`src/rtl/spi_nv_pkg.sv`:
```
package spi_nv_pkg;
  localparam logic [7:0] OP_WR_EN     = 8'h06;
  localparam logic [7:0] OP_WR_DIS    = 8'h04;
  localparam logic [7:0] OP_SR_READ   = 8'h05;
  localparam logic [7:0] OP_SR_WRITE  = 8'h01;
  localparam logic [7:0] OP_MEM_READ  = 8'h03;
  localparam logic [7:0] OP_MEM_WRITE = 8'h02;
  localparam logic [7:0] OP_CLK_WRITE = 8'h12;
  localparam logic [7:0] OP_CLK_READ  = 8'h13;
  localparam logic [7:0] OP_NV_SAVE   = 8'h3C;
  localparam logic [7:0] OP_NV_LOAD   = 8'h60;
  localparam logic [7:0] OP_AUTO_ON   = 8'h59;
  localparam logic [7:0] OP_AUTO_OFF  = 8'h19;

  typedef enum logic [3:0] {
    ST_IDLE, ST_OP, ST_ADDR, ST_MEM_RD, ST_MEM_WR,
    ST_CLK_RD, ST_CLK_WR, ST_SR_RD, ST_SR_WR, ST_IGNORE
  } state_t;

  typedef struct packed {
    logic auto_off;
    logic auto_on;
    logic load;
    logic save;
  } nv_req_t;
endpackage

```
`src/rtl/spi_nv_sync.sv`:
```
module spi_nv_sync #(
  parameter int STAGES = 2
) (
  input  logic clk_i,
  input  logic rst_ni,
  input  logic d_i,
  output logic q_o
);
  logic [STAGES-1:0] ff_q;

  always_ff @(posedge clk_i or negedge rst_ni) begin
    if (!rst_ni) ff_q <= '0;
    else         ff_q <= {ff_q[STAGES-2:0], d_i};
  end

  assign q_o = ff_q[STAGES-1];
endmodule

```
`src/rtl/spi_nv_prot_guard.sv`:
```
module spi_nv_prot_guard #(
  parameter int ADDR_W = 17
) (
  input  logic [ADDR_W-1:0] addr_i,
  input  logic [1:0]        blk_prot_i,
  output logic              blocked_o
);
  always_comb begin
    case (blk_prot_i)
      2'b00:   blocked_o = 1'b0;
      2'b01:   blocked_o = &addr_i[ADDR_W-1:ADDR_W-2];
      2'b10:   blocked_o = addr_i[ADDR_W-1];
      default: blocked_o = 1'b1;
    endcase
  end
endmodule

```
`src/rtl/spi_nv_cmd_decoder.sv`:
```
module spi_nv_cmd_decoder
  import spi_nv_pkg::*;
#(
  parameter int ADDR_W      = 17,
  parameter int ADDR_BYTES  = 3,
  parameter int CLK_REGS    = 16,
  parameter int SYNC_STAGES = 2
) (
  input  logic              clk_i,
  input  logic              rst_ni,
  input  logic              sck_i,
  input  logic              cs_ni,
  input  logic              mosi_i,
  output logic              miso_o,
  output logic              miso_oe_o,
  input  logic              busy_i,
  output logic [ADDR_W-1:0] mem_addr_o,
  output logic [7:0]        mem_wdata_o,
  output logic              mem_we_o,
  output logic              mem_re_o,
  input  logic [7:0]        mem_rdata_i,
  output logic              save_req_o,
  output logic              load_req_o,
  output logic              auto_on_req_o,
  output logic              auto_off_req_o
);
  localparam int CLK_IW = $clog2(CLK_REGS);
  localparam int HI_W   = ADDR_W - 8;
  localparam logic [1:0] LAST_AB = 2'(ADDR_BYTES - 1);

  // pin synchronizers; reset value 0 on chip select means a low pin yields no edge
  logic [2:0] pin_raw, pin_s;
  assign pin_raw = {mosi_i, cs_ni, sck_i};
  for (genvar gi = 0; gi < 3; gi++) begin : g_sync
    spi_nv_sync #(.STAGES(SYNC_STAGES)) u_sync (
      .clk_i (clk_i),
      .rst_ni(rst_ni),
      .d_i   (pin_raw[gi]),
      .q_o   (pin_s[gi])
    );
  end

  logic sck_s, cs_s, mosi_s, sck_q, cs_q;
  assign sck_s  = pin_s[0];
  assign cs_s   = pin_s[1];
  assign mosi_s = pin_s[2];

  logic sck_rise, sck_fall, cs_fall, cs_rise;
  assign sck_rise = sck_s & ~sck_q;
  assign sck_fall = ~sck_s & sck_q;
  assign cs_fall  = ~cs_s & cs_q;
  assign cs_rise  = cs_s & ~cs_q;

  state_t              state_q;
  logic [2:0]          bit_cnt_q;
  logic [1:0]          byte_cnt_q;
  logic [7:0]          sh_q, op_q, tx_q;
  logic [HI_W-1:0]     addr_hi_q;
  logic [ADDR_W-1:0]   addr_q;
  logic [CLK_IW-1:0]   clk_idx_q;
  logic                miso_q, oe_q, wen_q, clr_pend_q;
  logic [2:0]          scratch_q;
  logic                prot_en_q;
  logic [1:0]          bp_q;
  nv_req_t             req_q;
  logic [7:0]          clk_regs_q [CLK_REGS];

  logic [7:0]        byte_in, status_byte;
  logic              byte_done, wr_blocked, sr_we, clk_we, clk_op, addr_last;
  logic [ADDR_W-1:0] addr_full;

  assign byte_in     = {sh_q[6:0], mosi_s};
  assign byte_done   = sck_rise && (bit_cnt_q == 3'd7) && (state_q != ST_IDLE);
  assign addr_full   = {addr_hi_q, byte_in};
  assign status_byte = {prot_en_q, scratch_q, bp_q, wen_q, busy_i};
  assign clk_op      = (op_q == OP_CLK_WRITE) || (op_q == OP_CLK_READ);
  assign addr_last   = clk_op ? (byte_cnt_q == 2'd0) : (byte_cnt_q == LAST_AB);
  assign sr_we       = (state_q == ST_SR_WR) && byte_done && wen_q;
  assign clk_we      = (state_q == ST_CLK_WR) && byte_done && wen_q;

  spi_nv_prot_guard #(.ADDR_W(ADDR_W)) u_guard (
    .addr_i    (addr_q),
    .blk_prot_i(bp_q),
    .blocked_o (wr_blocked)
  );

  // nonvolatile-modelled bits: no reset
  always_ff @(posedge clk_i) begin
    if (sr_we) begin
      prot_en_q <= byte_in[7];
      bp_q      <= byte_in[3:2];
    end
  end

  always_ff @(posedge clk_i or negedge rst_ni) begin
    if (!rst_ni) begin
      for (int i = 0; i < CLK_REGS; i++) clk_regs_q[i] <= '0;
    end else if (clk_we) begin
      clk_regs_q[clk_idx_q] <= byte_in;
    end
  end

  always_ff @(posedge clk_i or negedge rst_ni) begin
    if (!rst_ni) begin
      sck_q       <= 1'b0;
      cs_q        <= 1'b0;
      state_q     <= ST_IDLE;
      bit_cnt_q   <= '0;
      byte_cnt_q  <= '0;
      sh_q        <= '0;
      op_q        <= '0;
      tx_q        <= '0;
      addr_hi_q   <= '0;
      addr_q      <= '0;
      clk_idx_q   <= '0;
      miso_q      <= 1'b0;
      oe_q        <= 1'b0;
      wen_q       <= 1'b0;
      clr_pend_q  <= 1'b0;
      scratch_q   <= '0;
      req_q       <= '0;
      mem_addr_o  <= '0;
      mem_wdata_o <= '0;
      mem_we_o    <= 1'b0;
      mem_re_o    <= 1'b0;
    end else begin
      sck_q    <= sck_s;
      cs_q     <= cs_s;
      mem_we_o <= 1'b0;
      mem_re_o <= 1'b0;
      req_q    <= '0;
      if (mem_re_o) tx_q <= mem_rdata_i;

      if (cs_rise) begin
        state_q    <= ST_IDLE;
        oe_q       <= 1'b0;
        clr_pend_q <= 1'b0;
        if (clr_pend_q) wen_q <= 1'b0;
      end else if (cs_fall) begin
        state_q    <= ST_OP;
        bit_cnt_q  <= '0;
        byte_cnt_q <= '0;
        oe_q       <= 1'b0;
      end else if (state_q != ST_IDLE) begin
        if (sck_fall && oe_q) begin
          miso_q <= tx_q[7];
          tx_q   <= {tx_q[6:0], 1'b0};
        end
        if (sck_rise) begin
          sh_q      <= byte_in;
          bit_cnt_q <= bit_cnt_q + 3'd1;
        end
        if (byte_done) begin
          case (state_q)
            ST_OP: begin
              op_q    <= byte_in;
              state_q <= ST_IGNORE;
              if (!busy_i) begin
                case (byte_in)
                  OP_WR_EN:    wen_q <= 1'b1;
                  OP_WR_DIS:   wen_q <= 1'b0;
                  OP_SR_READ: begin
                    tx_q    <= status_byte;
                    oe_q    <= 1'b1;
                    state_q <= ST_SR_RD;
                  end
                  OP_SR_WRITE: state_q <= ST_SR_WR;
                  OP_MEM_READ, OP_MEM_WRITE,
                  OP_CLK_WRITE, OP_CLK_READ: state_q <= ST_ADDR;
                  OP_NV_SAVE:  req_q.save     <= 1'b1;
                  OP_NV_LOAD:  req_q.load     <= 1'b1;
                  OP_AUTO_ON:  req_q.auto_on  <= 1'b1;
                  OP_AUTO_OFF: req_q.auto_off <= 1'b1;
                  default: ;
                endcase
              end
            end
            ST_ADDR: begin
              addr_hi_q  <= addr_full[HI_W-1:0];
              byte_cnt_q <= byte_cnt_q + 2'd1;
              if (addr_last) begin
                case (op_q)
                  OP_MEM_READ: begin
                    mem_addr_o <= addr_full;
                    mem_re_o   <= 1'b1;
                    addr_q     <= addr_full + 1'b1;
                    oe_q       <= 1'b1;
                    state_q    <= ST_MEM_RD;
                  end
                  OP_MEM_WRITE: begin
                    addr_q  <= addr_full;
                    state_q <= ST_MEM_WR;
                  end
                  OP_CLK_READ: begin
                    tx_q      <= clk_regs_q[byte_in[CLK_IW-1:0]];
                    clk_idx_q <= byte_in[CLK_IW-1:0] + 1'b1;
                    oe_q      <= 1'b1;
                    state_q   <= ST_CLK_RD;
                  end
                  default: begin
                    clk_idx_q <= byte_in[CLK_IW-1:0];
                    state_q   <= ST_CLK_WR;
                  end
                endcase
              end
            end
            ST_MEM_RD: begin
              mem_addr_o <= addr_q;
              mem_re_o   <= 1'b1;
              addr_q     <= addr_q + 1'b1;
            end
            ST_MEM_WR: begin
              if (wen_q && !wr_blocked) begin
                mem_we_o    <= 1'b1;
                mem_addr_o  <= addr_q;
                mem_wdata_o <= byte_in;
              end
              addr_q     <= addr_q + 1'b1;
              clr_pend_q <= 1'b1;
            end
            ST_CLK_RD: begin
              tx_q      <= clk_regs_q[clk_idx_q];
              clk_idx_q <= clk_idx_q + 1'b1;
            end
            ST_CLK_WR: clk_idx_q <= clk_idx_q + 1'b1;
            ST_SR_RD:  tx_q <= status_byte;
            ST_SR_WR: begin
              if (wen_q) scratch_q <= byte_in[6:4];
              clr_pend_q <= 1'b1;
              state_q    <= ST_IGNORE;
            end
            default: ;
          endcase
        end
      end
    end
  end

  assign miso_o         = miso_q;
  assign miso_oe_o      = oe_q;
  assign save_req_o     = req_q.save;
  assign load_req_o     = req_q.load;
  assign auto_on_req_o  = req_q.auto_on;
  assign auto_off_req_o = req_q.auto_off;
endmodule

```
`config.mk`:
```
export PLATFORM = sky130hd
export DESIGN_NAME = spi_nv_cmd_decoder
export DESIGN_NICKNAME = d
export VERILOG_FILES = /design/src/rtl/spi_nv_pkg.sv /design/src/rtl/spi_nv_sync.sv /design/src/rtl/spi_nv_prot_guard.sv /design/src/rtl/spi_nv_cmd_decoder.sv
export SDC_FILE = /design/constraint.sdc
export NUM_CORES = 1
export LEC_CHECK = 0
export ABC_AREA = 1
export BUFFER_PORTS_ARGS = -buffer_cell sky130_fd_sc_hd__buf_4
export CAP_MARGIN = 20
export CORE_UTILIZATION = 50
export CTS_BUF_LIST = sky130_fd_sc_hd__clkbuf_4
export DETAILED_ROUTE_END_ITERATION = 16
export GPL_ROUTABILITY_DRIVEN = 0
export PLACE_DENSITY_LB_ADDON = 0.2
export SLEW_MARGIN = 5
export SYNTH_ARGS = -nofsm -noshare
export SYNTH_HDL_FRONTEND = slang
export SYNTH_SLANG_ARGS = --single-unit
export TNS_END_PERCENT = 1
```
`constraint.sdc`:
```
create_clock -name clk_i -period 3 [get_ports clk_i]
set_input_delay 0 -clock clk_i [delete_from_list [all_inputs] [get_ports clk_i]]
set_output_delay 0 -clock clk_i [all_outputs]
set_load 0.02 [all_outputs]
```
==> results.json <==
{
  "status": "complete, no violations",
  "clock_transition_time_at_the_flip_flop_clock_pins_of_the_worst_setup_and_hold_paths_ns": 0.07,
  "first_pass_iters": 6,
  "layout_worst_path_cycle_share": 0.9231,
  "postSynthCellCount": 2060,
  "vdd.ir_drop.worst_mv": 0.3024,
  "cellLeakagePower_nw": 7.701,
  "setup_repair_after_global_routing_missed_its_margin": "no",
  "first_global_vias": 13242,
  "global_route.overflow_total": 0,
  "place.detailed.hpwl_mm": 27.60,
  "slew_headroom": 0.4084,
  "final_layout_size_suffix_gt1_frac": 0.1028,
  "power.density_nw_per_um2": 586.9,
  "timing.hold.ws_ns": 0.3193,
  "cts.sink_count": 239,
  "synth_register_bits": 239,
  "layout.nets": 2145,
  "power_frac_clock": 0.333,
  "cp.arrival_ns": 3.34,
  "grtUsageTotal": 0.3018,
  "critical_path.slowest_cell": "sky130_fd_sc_hd__dlygate4sd3_1",
  "ys_top_cells_by_area": "sky130_fd_sc_hd__dfrtp_1 42%, sky130_fd_sc_hd__nand2_1 20%, sky130_fd_sc_hd__inv_1 5.6%",
  "detail_route.wl_per_cell_um": 16.61,
  "stdcell_area_um2": 15770,
  "post_dp_cell_area_um2": 14690,
  "grt_start_max_net_pins": 87,
  "post_cts.repair.setup_buffers": 0,
  "wl_mm": 42.06,
  "syn-mean-instance-area_um2": 6.819,
  "clock_tree.buffer_depth": 3,
  "tritoncts": "yes",
  "share_seq_of_total_power": 0.385,
  "dr.first_iter.drc_count": 1350,
  "maxCapViolations": 0,
  "final_critical_path_setup_slack_ns": 0.2308,
  "cp.buffers_inverters": 3,
  "timing.critical_path.from_type": "flip-flop",
  "post-route-drc-count": 0,
  "yosysWarnings": 0,
  "die_width_um": 169.6,
  "power.net_switching_mw": 3.583,
  "timing.fmax_mhz": 361.1,
  "clock-skew-final_ns": 0.04546,
  "placeableCoreArea_um2": 27250,
  "synth_top_flop_cell": "sky130_fd_sc_hd__dfrtp_1",
  "cell_taking_the_most_area_after_synthesis": "sky130_fd_sc_hd__dfrtp_1",
  "final.fill_count": 2624,
  "sw_ratio": 0.3870,
  "synth.most_common_cell": "sky130_fd_sc_hd__nand2_1",
  "sequential_fraction_of_the_synthesis_area": 0.4268,
  "comb_power_share": 0.282,
  "initial_utilization": 0.5155,
  "tritoncts.num_buffers": 69,
  "cp_max_fo": 9,
  "pre_cts_setup_slack_ns": 0.5380,
  "timing.hold.worst.class": "input port to asynchronous set/reset pin",
  "detail-route-antenna-nets": 0,
  "report.final.setup_viol": 0,
  "totalNegativeSetupSlack_ns": 0,
  "maxSlewViolCount": 0,
  "num_vias": 13858,
  "critical_path_cell_list": "ha_1 > nor2_1 > inv_1 > nor2_2 > inv_1 > nor2_2 > nand2_1 > nand2_1 > dlygate4sd3_1",
  "cts-root-buf": "sky130_fd_sc_hd__clkbuf_4",
  "netlist_area_um2": 14050,
  "worst-setup-path-type": "flip-flop to flip-flop",
  "wire_length_of_the_first_global_routing_pass_mm": 68.59,
  "asyncSetResetFlopFracSynth": 0.9874,
  "cp_slowest_stage_delay_ns": 0.54,
  "row_count": 60,
  "die_area_um2": 28770,
  "avgViaCountPerCell": 5.473,
  "floorplan.die.height_um": 169.6,
  "yosys.area.top_type_share": 0.4204,
  "synth_common_cells": "767 x sky130_fd_sc_hd__nand2_1, 236 x sky130_fd_sc_hd__dfrtp_1, 210 x sky130_fd_sc_hd__inv_1, 150 x sky130_fd_sc_hd__nand3_1",
  "end_kind": "flip-flop",
  "top_level_ports": 47,
  "synth_edf_count": 3,
  "syn-num-nets": 2089,
  "final.min_clock_period_ns": 2.769,
  "synthToLayoutAreaGrowth_pct": 12.29,
  "cellInternalPower_mw": 5.675,
  "placement.io_buffers": 46,
  "tightestPinTransition_ns": 0.8841,
  "synth.distinct_cells": 39,
  "finalHoldViolations": 0,
  "number_of_antenna_violations_at_the_first_check_in_global_routing": 1,
  "crit_required_ns": 3.58,
  "clk-insertion-delay-late_ns": 0.68,
  "critical_path.top_delay_family": "simple AND/OR/NAND/NOR gates",
  "htree_num_levels": 3
}
## sequential cells by signal, indices dropped and copies added (netlist names), 2 cells and up
register / count
clk_regs_q: 128
addr_q: 17
mem_addr_o: 17
addr_hi_q: 9
mem_wdata_o: 8
op_q: 8
tx_q: 8
sh_q: 7
g_sync.u_sync.ff_q: 6
clk_idx_q: 4
state_q: 4
bit_cnt_q: 3
scratch_q: 3
bp_q: 2
byte_cnt_q: 2
## stage by stage
step	power, mW	cells	util
after floorplan	5.220	2060	-
after global placement	6.101	2397	0.5390
after detailed placement	6.121	2397	0.5390
after CTS	9.255	2531	0.5781
after global routing	9.738	2532	0.5788
final	9.258	2532	0.5788
## tightest hold or removal path, delay by kind of cell
family	cells	cell delay, ns
buffers and inverters	3	1.34
## path summary, 6_finish.rpt
kind	startpoint	endpoint	slack [ns]	depth (start not counted)
worst max-delay path	g_sync[1].u_sync.ff_q[1]$_DFF_PN0_	tx_q[0]$_DFF_PN0_	0.23	9
worst min-delay path	rst_ni	clk_regs_q[107]$_DFFE_PN0P_	0.32	3
worst max register to register	g_sync[1].u_sync.ff_q[1]$_DFF_PN0_	tx_q[0]$_DFF_PN0_	0.23	9
worst min register to register	g_sync[2].u_sync.ff_q[0]$_DFF_PN0_	g_sync[2].u_sync.ff_q[1]$_DFF_PN0_	0.35	0
max in group asynchronous	rst_ni	clk_regs_q[110]$_DFFE_PN0P_	1.93	4
min in group clk_i	g_sync[2].u_sync.ff_q[0]$_DFF_PN0_	g_sync[2].u_sync.ff_q[1]$_DFF_PN0_	0.35	0
## layout by cell type (no fill, tap or decap), drive strengths merged, types with 2 or more instances in the layout
cell type,n
o211ai,27
nand2,770
ha,15
bufinv,2
xnor2,5
xor2,9
nor2,143
a21oi,52
clkbuf,97
clkinv,13
inv,217
dfrtp,236
nor3,17
buf,79
nor4,3
nand3b,4
dlygate4sd3,19
nand3,152
or2,3
edfxtp,3
a31oi,8
o21ai,246
nand4,21
o31ai,12
## logic make-up after synthesis
kind of cell,synth area share
AND/OR/NAND/NOR,0.3246
buffers and inverters,0.09219
AO/OA/AOI/OAI,0.1335
flip-flops,0.4268
XOR/XNOR,0.008729
adder cells (fa/ha/maj),0.01336
multiplexers,0.0008016
## cell type report
type                            instances  area (um2)  area share
Tap cell                              372       465.4     0.02951
Sequential cell                       239        5998      0.3803
Multi-Input combinational cell       1492        6774      0.4294
Clock inverter                         17       117.6    0.007456
Timing Repair Buffer                   98       873.3     0.05537
Inverter                              216       814.5     0.05164
Antenna cell                            1       2.502   0.0001586
Clock buffer                           97       728.2     0.04616
## routing by layer
metal / part of all wire / GRT usage / vias to the layer above
met5: 0 / 0 / -
met3: 0.075 / 0.05224 / 146
li1: - / - / 6710
met1: 0.44 / 0.4066 / 6399
met4: 0.044 / 0.1481 / 0
met2: 0.44 / 0.4695 / 603
## repair_timing
| item | CTS | global route |
|---|---|---|
| hold endpoints to repair | 190 | 0 |
| hold buffers | 20 | 0 |
| gates resized for setup | 0 | 5 |
| endpoints found under the setup margin | 0 | 2 |
## power groups by stage
| stage | clock, mW | combinational (mW) | sequential [mW] |
|---|---|---|---|
| after floorplan | 0 | 1.72 | 3.50 |
| after global placement | 0 | 2.50 | 3.61 |
| after detailed placement | 0 | 2.51 | 3.61 |
| after CTS | 3.16 | 2.55 | 3.55 |
| after global routing | 3.31 | 2.85 | 3.58 |
| final | 3.08 | 2.61 | 3.57 |
No activity file was read; power rests on OpenSTA's default activity.
